--- src/rtl/opb_regif_pkg.sv ---
package opb_regif_pkg;

    typedef enum logic [1:0] {
        ST_IDLE = 2'd0,
        ST_ACK  = 2'd1,
        ST_RESP = 2'd2
    } ack_state_e;

    typedef enum logic [1:0] {
        RS_ZERO  = 2'd0,
        RS_FIFO  = 2'd1,
        RS_FULL  = 2'd2,
        RS_EMPTY = 2'd3
    } rd_src_e;

    // word offsets inside the window (byte offset / 4)
    localparam int unsigned WOFS_DATA  = 0; // read: FIFO head, write: run bit
    localparam int unsigned WOFS_FULL  = 1; // read: full flag, write: coefficient push
    localparam int unsigned WOFS_EMPTY = 2; // read: empty flag

endpackage

--- src/rtl/opb_in_stage.sv ---
module opb_in_stage #(
    parameter int AW  = 32,
    parameter int DW  = 32,
    parameter int BEW = 4
) (
    input  logic           clk,
    input  logic           rst,
    input  logic [AW-1:0]  addr_i,
    input  logic [BEW-1:0] be_i,
    input  logic [DW-1:0]  wdata_i,
    input  logic           rnw_i,
    input  logic           sel_i,
    input  logic           seq_i,
    output logic [AW-1:0]  addr_q,
    output logic [BEW-1:0] be_q,
    output logic [DW-1:0]  wdata_q,
    output logic           rnw_q,
    output logic           sel_q,
    output logic           seq_q
);

    always_ff @(posedge clk) begin
        if (rst) begin
            addr_q  <= '0;
            be_q    <= '0;
            wdata_q <= '0;
            rnw_q   <= 1'b0;
            sel_q   <= 1'b0;
            seq_q   <= 1'b0;
        end else begin
            addr_q  <= addr_i;
            be_q    <= be_i;
            wdata_q <= wdata_i;
            rnw_q   <= rnw_i;
            sel_q   <= sel_i;
            seq_q   <= seq_i;
        end
    end

endmodule

--- src/rtl/opb_win_match.sv ---
module opb_win_match #(
    parameter int          AW        = 32,
    parameter int          WIN_BITS  = 8,
    parameter logic [31:0] BASE_ADDR = 32'hFFFF_FF00
) (
    input  logic [AW-1:0] addr_q,
    input  logic          sel_q,
    output logic          psel
);

    localparam int TAGW = AW - WIN_BITS;
    localparam logic [TAGW-1:0] BASE_TAG = BASE_ADDR[AW-1:WIN_BITS];

    always_comb begin
        psel = sel_q && (addr_q[AW-1:WIN_BITS] == BASE_TAG);
    end

endmodule

--- src/rtl/opb_ack_fsm.sv ---
module opb_ack_fsm
    import opb_regif_pkg::*;
(
    input  logic clk,
    input  logic rst,
    input  logic psel,
    output logic strobe_phase,
    output logic ack
);

    ack_state_e state, state_nx;

    always_comb begin
        state_nx = state;
        unique case (state)
            ST_IDLE: if (psel) state_nx = ST_ACK;   // IDLE_TO_ACK
            ST_ACK:  state_nx = ST_RESP;            // ACK_TO_RESP
            ST_RESP: state_nx = ST_IDLE;            // RESP_TO_IDLE
            default: state_nx = ST_IDLE;
        endcase
    end

    always_ff @(posedge clk) begin
        if (rst) state <= ST_IDLE;
        else     state <= state_nx;
    end

    always_comb begin
        strobe_phase = (state == ST_ACK);
        ack          = (state == ST_RESP);
    end

endmodule

--- src/rtl/opb_reg_decode.sv ---
module opb_reg_decode
    import opb_regif_pkg::*;
#(
    parameter int OW = 6
) (
    input  logic [OW-1:0] word_ofs,
    input  logic          rnw_q,
    input  logic          strobe_phase,
    output rd_src_e       rd_src,
    output logic          pop,
    output logic          push,
    output logic          run_we
);

    localparam logic [OW-1:0] O_DATA  = OW'(WOFS_DATA);
    localparam logic [OW-1:0] O_FULL  = OW'(WOFS_FULL);
    localparam logic [OW-1:0] O_EMPTY = OW'(WOFS_EMPTY);

    always_comb begin
        rd_src = RS_ZERO;
        if (strobe_phase && rnw_q) begin
            if      (word_ofs == O_DATA)  rd_src = RS_FIFO;
            else if (word_ofs == O_FULL)  rd_src = RS_FULL;
            else if (word_ofs == O_EMPTY) rd_src = RS_EMPTY;
        end
        pop    = (rd_src == RS_FIFO);
        run_we = strobe_phase && !rnw_q && (word_ofs == O_DATA);
        push   = strobe_phase && !rnw_q && (word_ofs == O_FULL);
    end

endmodule

--- src/rtl/opb_read_mux.sv ---
module opb_read_mux
    import opb_regif_pkg::*;
#(
    parameter int DW = 32
) (
    input  rd_src_e       rd_src,
    input  logic [DW-1:0] fifo_data,
    input  logic          fifo_full,
    input  logic          fifo_empty,
    output logic [DW-1:0] rd_word
);

    always_comb begin
        unique case (rd_src)
            RS_ZERO:  rd_word = '0;
            RS_FIFO:  rd_word = fifo_data;
            RS_FULL:  rd_word = DW'(fifo_full);
            RS_EMPTY: rd_word = DW'(fifo_empty);
            default:  rd_word = '0;
        endcase
    end

endmodule

--- src/rtl/opb_slave_regif.sv ---
module opb_slave_regif
    import opb_regif_pkg::*;
#(
    parameter int          AW        = 32,
    parameter int          DW        = 32,
    parameter int          BEW       = 4,
    parameter int          WIN_BITS  = 8,
    parameter int          COEF_W    = 12,
    parameter logic [31:0] BASE_ADDR = 32'hFFFF_FF00
) (
    input  logic              clk,
    input  logic              bus_rst,
    input  logic [AW-1:0]     bus_addr,
    input  logic [BEW-1:0]    bus_be,
    input  logic [DW-1:0]     bus_wdata,
    input  logic              bus_rnw,
    input  logic              bus_sel,
    input  logic              bus_seq,
    output logic [DW-1:0]     sl_rdata,
    output logic              sl_ack,
    output logic              sl_retry,
    output logic              sl_errack,
    output logic              sl_toutsup,
    output logic              run_o,
    output logic [COEF_W-1:0] coef_wdata,
    output logic              coef_push,
    output logic              ofifo_pop,
    input  logic [DW-1:0]     ofifo_data,
    input  logic              ofifo_full,
    input  logic              ofifo_empty
);

    localparam int OW = WIN_BITS - 2;

    logic [AW-1:0]  addr_q;
    logic [BEW-1:0] be_q;
    logic [DW-1:0]  wdata_q;
    logic           rnw_q, sel_q, seq_q;
    logic           psel, strobe_phase, ack_w, run_we, run_q;
    rd_src_e        rd_src;
    logic [DW-1:0]  rd_word, rdata_q;
    logic           unused_inputs;

    opb_in_stage #(.AW(AW), .DW(DW), .BEW(BEW)) u_in (
        .clk(clk), .rst(bus_rst),
        .addr_i(bus_addr), .be_i(bus_be), .wdata_i(bus_wdata),
        .rnw_i(bus_rnw), .sel_i(bus_sel), .seq_i(bus_seq),
        .addr_q(addr_q), .be_q(be_q), .wdata_q(wdata_q),
        .rnw_q(rnw_q), .sel_q(sel_q), .seq_q(seq_q)
    );

    opb_win_match #(.AW(AW), .WIN_BITS(WIN_BITS), .BASE_ADDR(BASE_ADDR)) u_win (
        .addr_q(addr_q), .sel_q(sel_q), .psel(psel)
    );

    opb_ack_fsm u_fsm (
        .clk(clk), .rst(bus_rst), .psel(psel),
        .strobe_phase(strobe_phase), .ack(ack_w)
    );

    opb_reg_decode #(.OW(OW)) u_dec (
        .word_ofs(addr_q[WIN_BITS-1:2]), .rnw_q(rnw_q),
        .strobe_phase(strobe_phase), .rd_src(rd_src),
        .pop(ofifo_pop), .push(coef_push), .run_we(run_we)
    );

    opb_read_mux #(.DW(DW)) u_mux (
        .rd_src(rd_src), .fifo_data(ofifo_data),
        .fifo_full(ofifo_full), .fifo_empty(ofifo_empty),
        .rd_word(rd_word)
    );

    // run bit: write-only control
    always_ff @(posedge clk) begin
        if (bus_rst)     run_q <= 1'b0;
        else if (run_we) run_q <= wdata_q[0];
    end

    // return data register, cleared by the acknowledge cycle
    always_ff @(posedge clk) begin
        if (bus_rst || ack_w) rdata_q <= '0;
        else                  rdata_q <= rd_word;
    end

    assign unused_inputs = ^{be_q, seq_q, addr_q[1:0], wdata_q[DW-1:COEF_W]};

    assign sl_rdata   = rdata_q;
    assign sl_ack     = ack_w;
    assign sl_retry   = 1'b0;
    assign sl_errack  = 1'b0;
    assign sl_toutsup = 1'b0;
    assign run_o      = run_q;
    assign coef_wdata = wdata_q[COEF_W-1:0];

endmodule

--- config.mk ---
export PLATFORM = sky130hd
export DESIGN_NAME = opb_slave_regif
export DESIGN_NICKNAME = d
export VERILOG_FILES = /design/src/rtl/opb_regif_pkg.sv /design/src/rtl/opb_in_stage.sv /design/src/rtl/opb_win_match.sv /design/src/rtl/opb_ack_fsm.sv /design/src/rtl/opb_reg_decode.sv /design/src/rtl/opb_read_mux.sv /design/src/rtl/opb_slave_regif.sv
export SDC_FILE = /design/constraint.sdc
export NUM_CORES = 1
export LEC_CHECK = 0
export BUFFER_PORTS_ARGS = -buffer_cell sky130_fd_sc_hd__clkbuf_2
export CORE_ASPECT_RATIO = 1.25
export CORE_MARGIN = 8
export CORE_UTILIZATION = 46
export CTS_CLUSTER_DIAMETER = 150
export DETAILED_ROUTE_END_ITERATION = 10
export HOLD_SLACK_MARGIN = 0.02
export PLACE_DENSITY_LB_ADDON = 0.05
export SLEW_MARGIN = 20
export SYNTH_ARGS = -nofsm -noshare
export SYNTH_HDL_FRONTEND = slang
export SYNTH_HIERARCHICAL = 1
export SYNTH_SLANG_ARGS = --single-unit
export TNS_END_PERCENT = 20
--- constraint.sdc ---
create_clock -name clk -period 1.9 [get_ports clk]
set_input_delay 0 -clock clk [delete_from_list [all_inputs] [get_ports clk]]
set_output_delay 0 -clock clk [all_outputs]
set_load 0.02 [all_outputs]
Word-level counts from Yosys, hierarchy flattened --
Index checks and enable logic that the tools add are counted.
Storage, ports and cells: flip-flop bits (word level) 81, input port bits 107, word-level logic and storage cells 33
Operators by class: eq/ne operators 9, muxes and demuxes 7, reduce and logical (&&, ||, !) cells 10
Operators by type and width (count):
- case mux 32 bit (4 select lines) | 1
- equality test 24 bit (second input constant) | 1
- 2-to-1 mux 2 bit | 5
- equality test 2 bit (second input constant) | 3
- equality test 6 x 1 -> 1 bit (second input constant) | 1
- equality test 6 x 2 -> 1 bit (second input constant) | 1
- logical NOT 6 bit | 1
- logical AND 1 bit | 5
- equality test 2 x 1 -> 1 bit (second input constant) | 2
- logical NOT 2 bit | 2
- case mux 2 bit (2 select lines) | 1
- != test 2 bit (second input constant) | 1
- logical NOT 1 bit | 1
- logical OR 1 bit | 1

Depth between registers and ports, before layout --
depth after elaboration 7, depth in mapped cells 7, depth with buffers taken out 6

Hierarchy --
Netlist, hierarchy kept.
Modules (own cells, without submodules):
- opb_in_stage | instances 1, cells an instance 149, area each 1900.6 um2, seq. area each 1421.4 um2
- opb_slave_regif | instances 1, cells an instance 75, area each 973.4 um2, seq. area each 660.6 um2
- opb_read_mux | instances 1, cells an instance 37, area each 287.8 um2, seq. area each 0.0 um2
- opb_reg_decode | instances 1, cells an instance 11, area each 81.3 um2, seq. area each 0.0 um2
- opb_ack_fsm | instances 1, cells an instance 6, area each 77.6 um2, seq. area each 40.0 um2
- opb_win_match | instances 1, cells an instance 9, area each 60.1 um2, seq. area each 0.0 um2

Worst setup path before layout --
OpenSTA, ideal clock, no wires.
path type register to output, start point register u_fsm.state[0], end point output coef_push, data arrival time 1631 ps, data required time 1900 ps, slack 269 ps, stages on the path, launching flop included 4, cell sequence dfxtp_1 nor2b_1 or4b_4 nor4_1
On the way: word-level cells in the longest chain between the ends 3
RTL lines:
- from (decl) | RTL line opb_ack_fsm.sv:11 | ack_state_e state, state_nx;
- from (signal assigned) | RTL line opb_ack_fsm.sv:25 | else state <= state_nx;
- equality test 2 x 1 -> 1 bit | RTL line opb_ack_fsm.sv:29 | strobe_phase = (state == ST_ACK);
- via strobe_phase | RTL line opb_slave_regif.sv:39 | logic psel, strobe_phase, ack_w, run_we, run_q;
- logical AND 1 bit (2 in series) | RTL line opb_reg_decode.sv:28 | push = strobe_phase && !rnw_q && (word_ofs == O_FULL);
- to (decl) | RTL line opb_slave_regif.sv:26 | output logic coef_push,
The timed path passes the listed nets, and every way through them passes these cells.

Final worst setup path --
Same ends and word-level chain as after synthesis.

==> metrics <==
gate count after technology mapping=231; area delta synth->final=60.2%; Max clock buf depth=2; DP HPWL=between 4000 and 5000 um; Critical Path RT=approximately 1.9 ns; post-route ant nets=0; worst skew pair latency=around 0.34 ns; switching power=0.670 mW; clk sink count=between 70 and 80; Avg Cell Area, Syn=between 10 and 15 um2; total leakage power=2.01 nW; met3 usage=0.0672; Gate power share=0.097; WHS=0.0972 ns; CORE AREA=between 5000 and 6000 um2; fraction of layout cells with a size suffix above 1=0.443; max-capacitance violation count=0; Crit Path Max Fanout=4; chip width=between 80 and 90 um; WP data arrival=roughly 1.7 ns; Most Crowded Layer GR=met2; Port Buffers=around 130; # H-tree levels=3; Setup Fix Bufs, Post-CTS=0; CTS tree=yes; clock root cell=clkbuf_8; # rows=31; area of the mapped netlist=~2700 um2; hold path cells=4; Remaining DRCs=0; kind of end point of the critical path=primary output; WL/cell=approximately 13 um; Final Slew Violations=0; final antenna diode count=0; highest clock rate=about 0.58 GHz; IO Pins=~160; crit share post-route=0.915; global-route met2 utilization=0.303; gr ovfl total=0; Hold Vio Cnt, Final=0; sw frac=0.210; die height=101 um; sequential power share=0.538; nets=approximately 540; clock-pin slew on the worst setup and hold paths=around 0.070 ns; kind of critical path=reg -> out; setup TNS=0 ns; Final GP Congestion=slightly above 0.7; met1 usage=0.124; WL final=approximately 6700 um; Num CTS Buffers=9; largest net degree at the start of global routing=48; Multi-input gate area=971 um2; Vias/cell=4.30; pwr dens=750 nW/um2; worst reg2reg path depth=6; die area=around 8500 um2; Final Setup Violations=0; gr usage total=0.154; fill cell count=between 300 and 400; RSZ-0062 raised after global routing=false; register area=around 1600 um2; status=complete, no violations; slew at the pin with the worst max-slew slack=approximately 0.5 ns; Worst setup SP type=flop; Yosys Warn Count=6; Rel. slew slack=0.664; DRT Pass-1 Iters=2; minimum clock period=1.74 ns; number of global-route vias before repair=2266; via count=about 2200; internal power=approximately 2.5 mW; Worst Skew=between 0.01 and 0.015 ns; Peak VDD IR=roughly 0.51 mV; clock power share=0.365; Hold Path Class=in -> reg; Initial Util=0.467; initial antenna violation count=0; Iter 0 DRT Violations=24; first-pass GRT wire length=roughly 10000 um
==> power by group through the flow <==
| stage | logic [mW] | clock network, mW | registers, mW |
|---|---|---|---|
| after floorplan | 0.0723 | 0 | 1.77 |
| after global placement | 0.178 | 0 | 1.76 |
| after detailed placement | 0.179 | 0 | 1.76 |
| after CTS | 0.305 | 1.19 | 1.72 |
| after global routing | 0.335 | 1.26 | 1.72 |
| final | 0.310 | 1.17 | 1.72 |
==> critical path, stage by stage, from the launching register on <==
cell and delay (ns):
dfxtp_1 0.36, nor2b_2 0.19, or4b_4 0.48, nor4_1 0.17, clkbuf_2 0.21
==> worst paths after layout <==
kind	startpoint	to	slack, ns
setup / recovery	u_fsm/state[0]$_SDFFE_PP0P_	coef_push	0.16
hold / removal	ofifo_full	sl_rdata[0]$_SDFF_PP0_	0.1
setup reg to reg	u_fsm/state[0]$_SDFFE_PP0P_	sl_rdata[0]$_SDFF_PP0_	0.20
hold reg to reg	u_fsm/state[0]$_SDFFE_PP0P_	u_fsm/state[0]$_SDFFE_PP0P_	0.47
==> flip-flops by register name (all words and copies together) (netlist names) <==
signal        flops
u_in/addr_q      30
sl_rdata         32
u_in/sel_q        1
run_o             1
u_in/rnw_q        1
u_fsm/state       2
u_in/wdata_q     12
==> per-stage QoR <==
stage               std cells  setup WS (ns)  power [mW]   util  area [um2]
global route              506         0.0321        3.32  0.748        4260
global placement          416          0.182        1.94  0.581        3310
finish                    506          0.162        3.20  0.748        4260
CTS                       506         0.0906        3.22  0.747        4260
detailed placement        416          0.134        1.94  0.581        3310
floorplan                 233          0.269        1.85      -        2670
==> final cells by class <==
type,instances,share of cell area
well taps,66,0.0194
clock inverters,4,0.0112
multi-input cells,139,0.228
inverters,1,0.000881
repair buffers,207,0.338
clock buffers,10,0.0323
flip-flops and latches,79,0.371
==> cells in the final DEF, fill, tap and decap left out, types with 2 or more instances in the layout <==
cell             n
clkbuf_8        10
nor4_1           4
clkbuf_2       127
clkinv_2         2
and2_1          20
buf_4            3
nand4_1          5
dfxtp_1         79
dlygate4sd3_1   76
conb_1           3
nor2b_1         44
and2_2          43
==> what timing repair did <==
item,CTS,global route
hold endpoints to repair,76,0
resized for setup,0,1
endpoints found under the setup margin,0,2
hold buffers,76,0
==> layer usage <==
layer  up-vias  wire [um]
met5         -          0
met4         0        120
li1       1125          -
met2        76       3750
met1       963       2340
met3        10        529
Note: power is estimated with default switching activity, not from simulation.
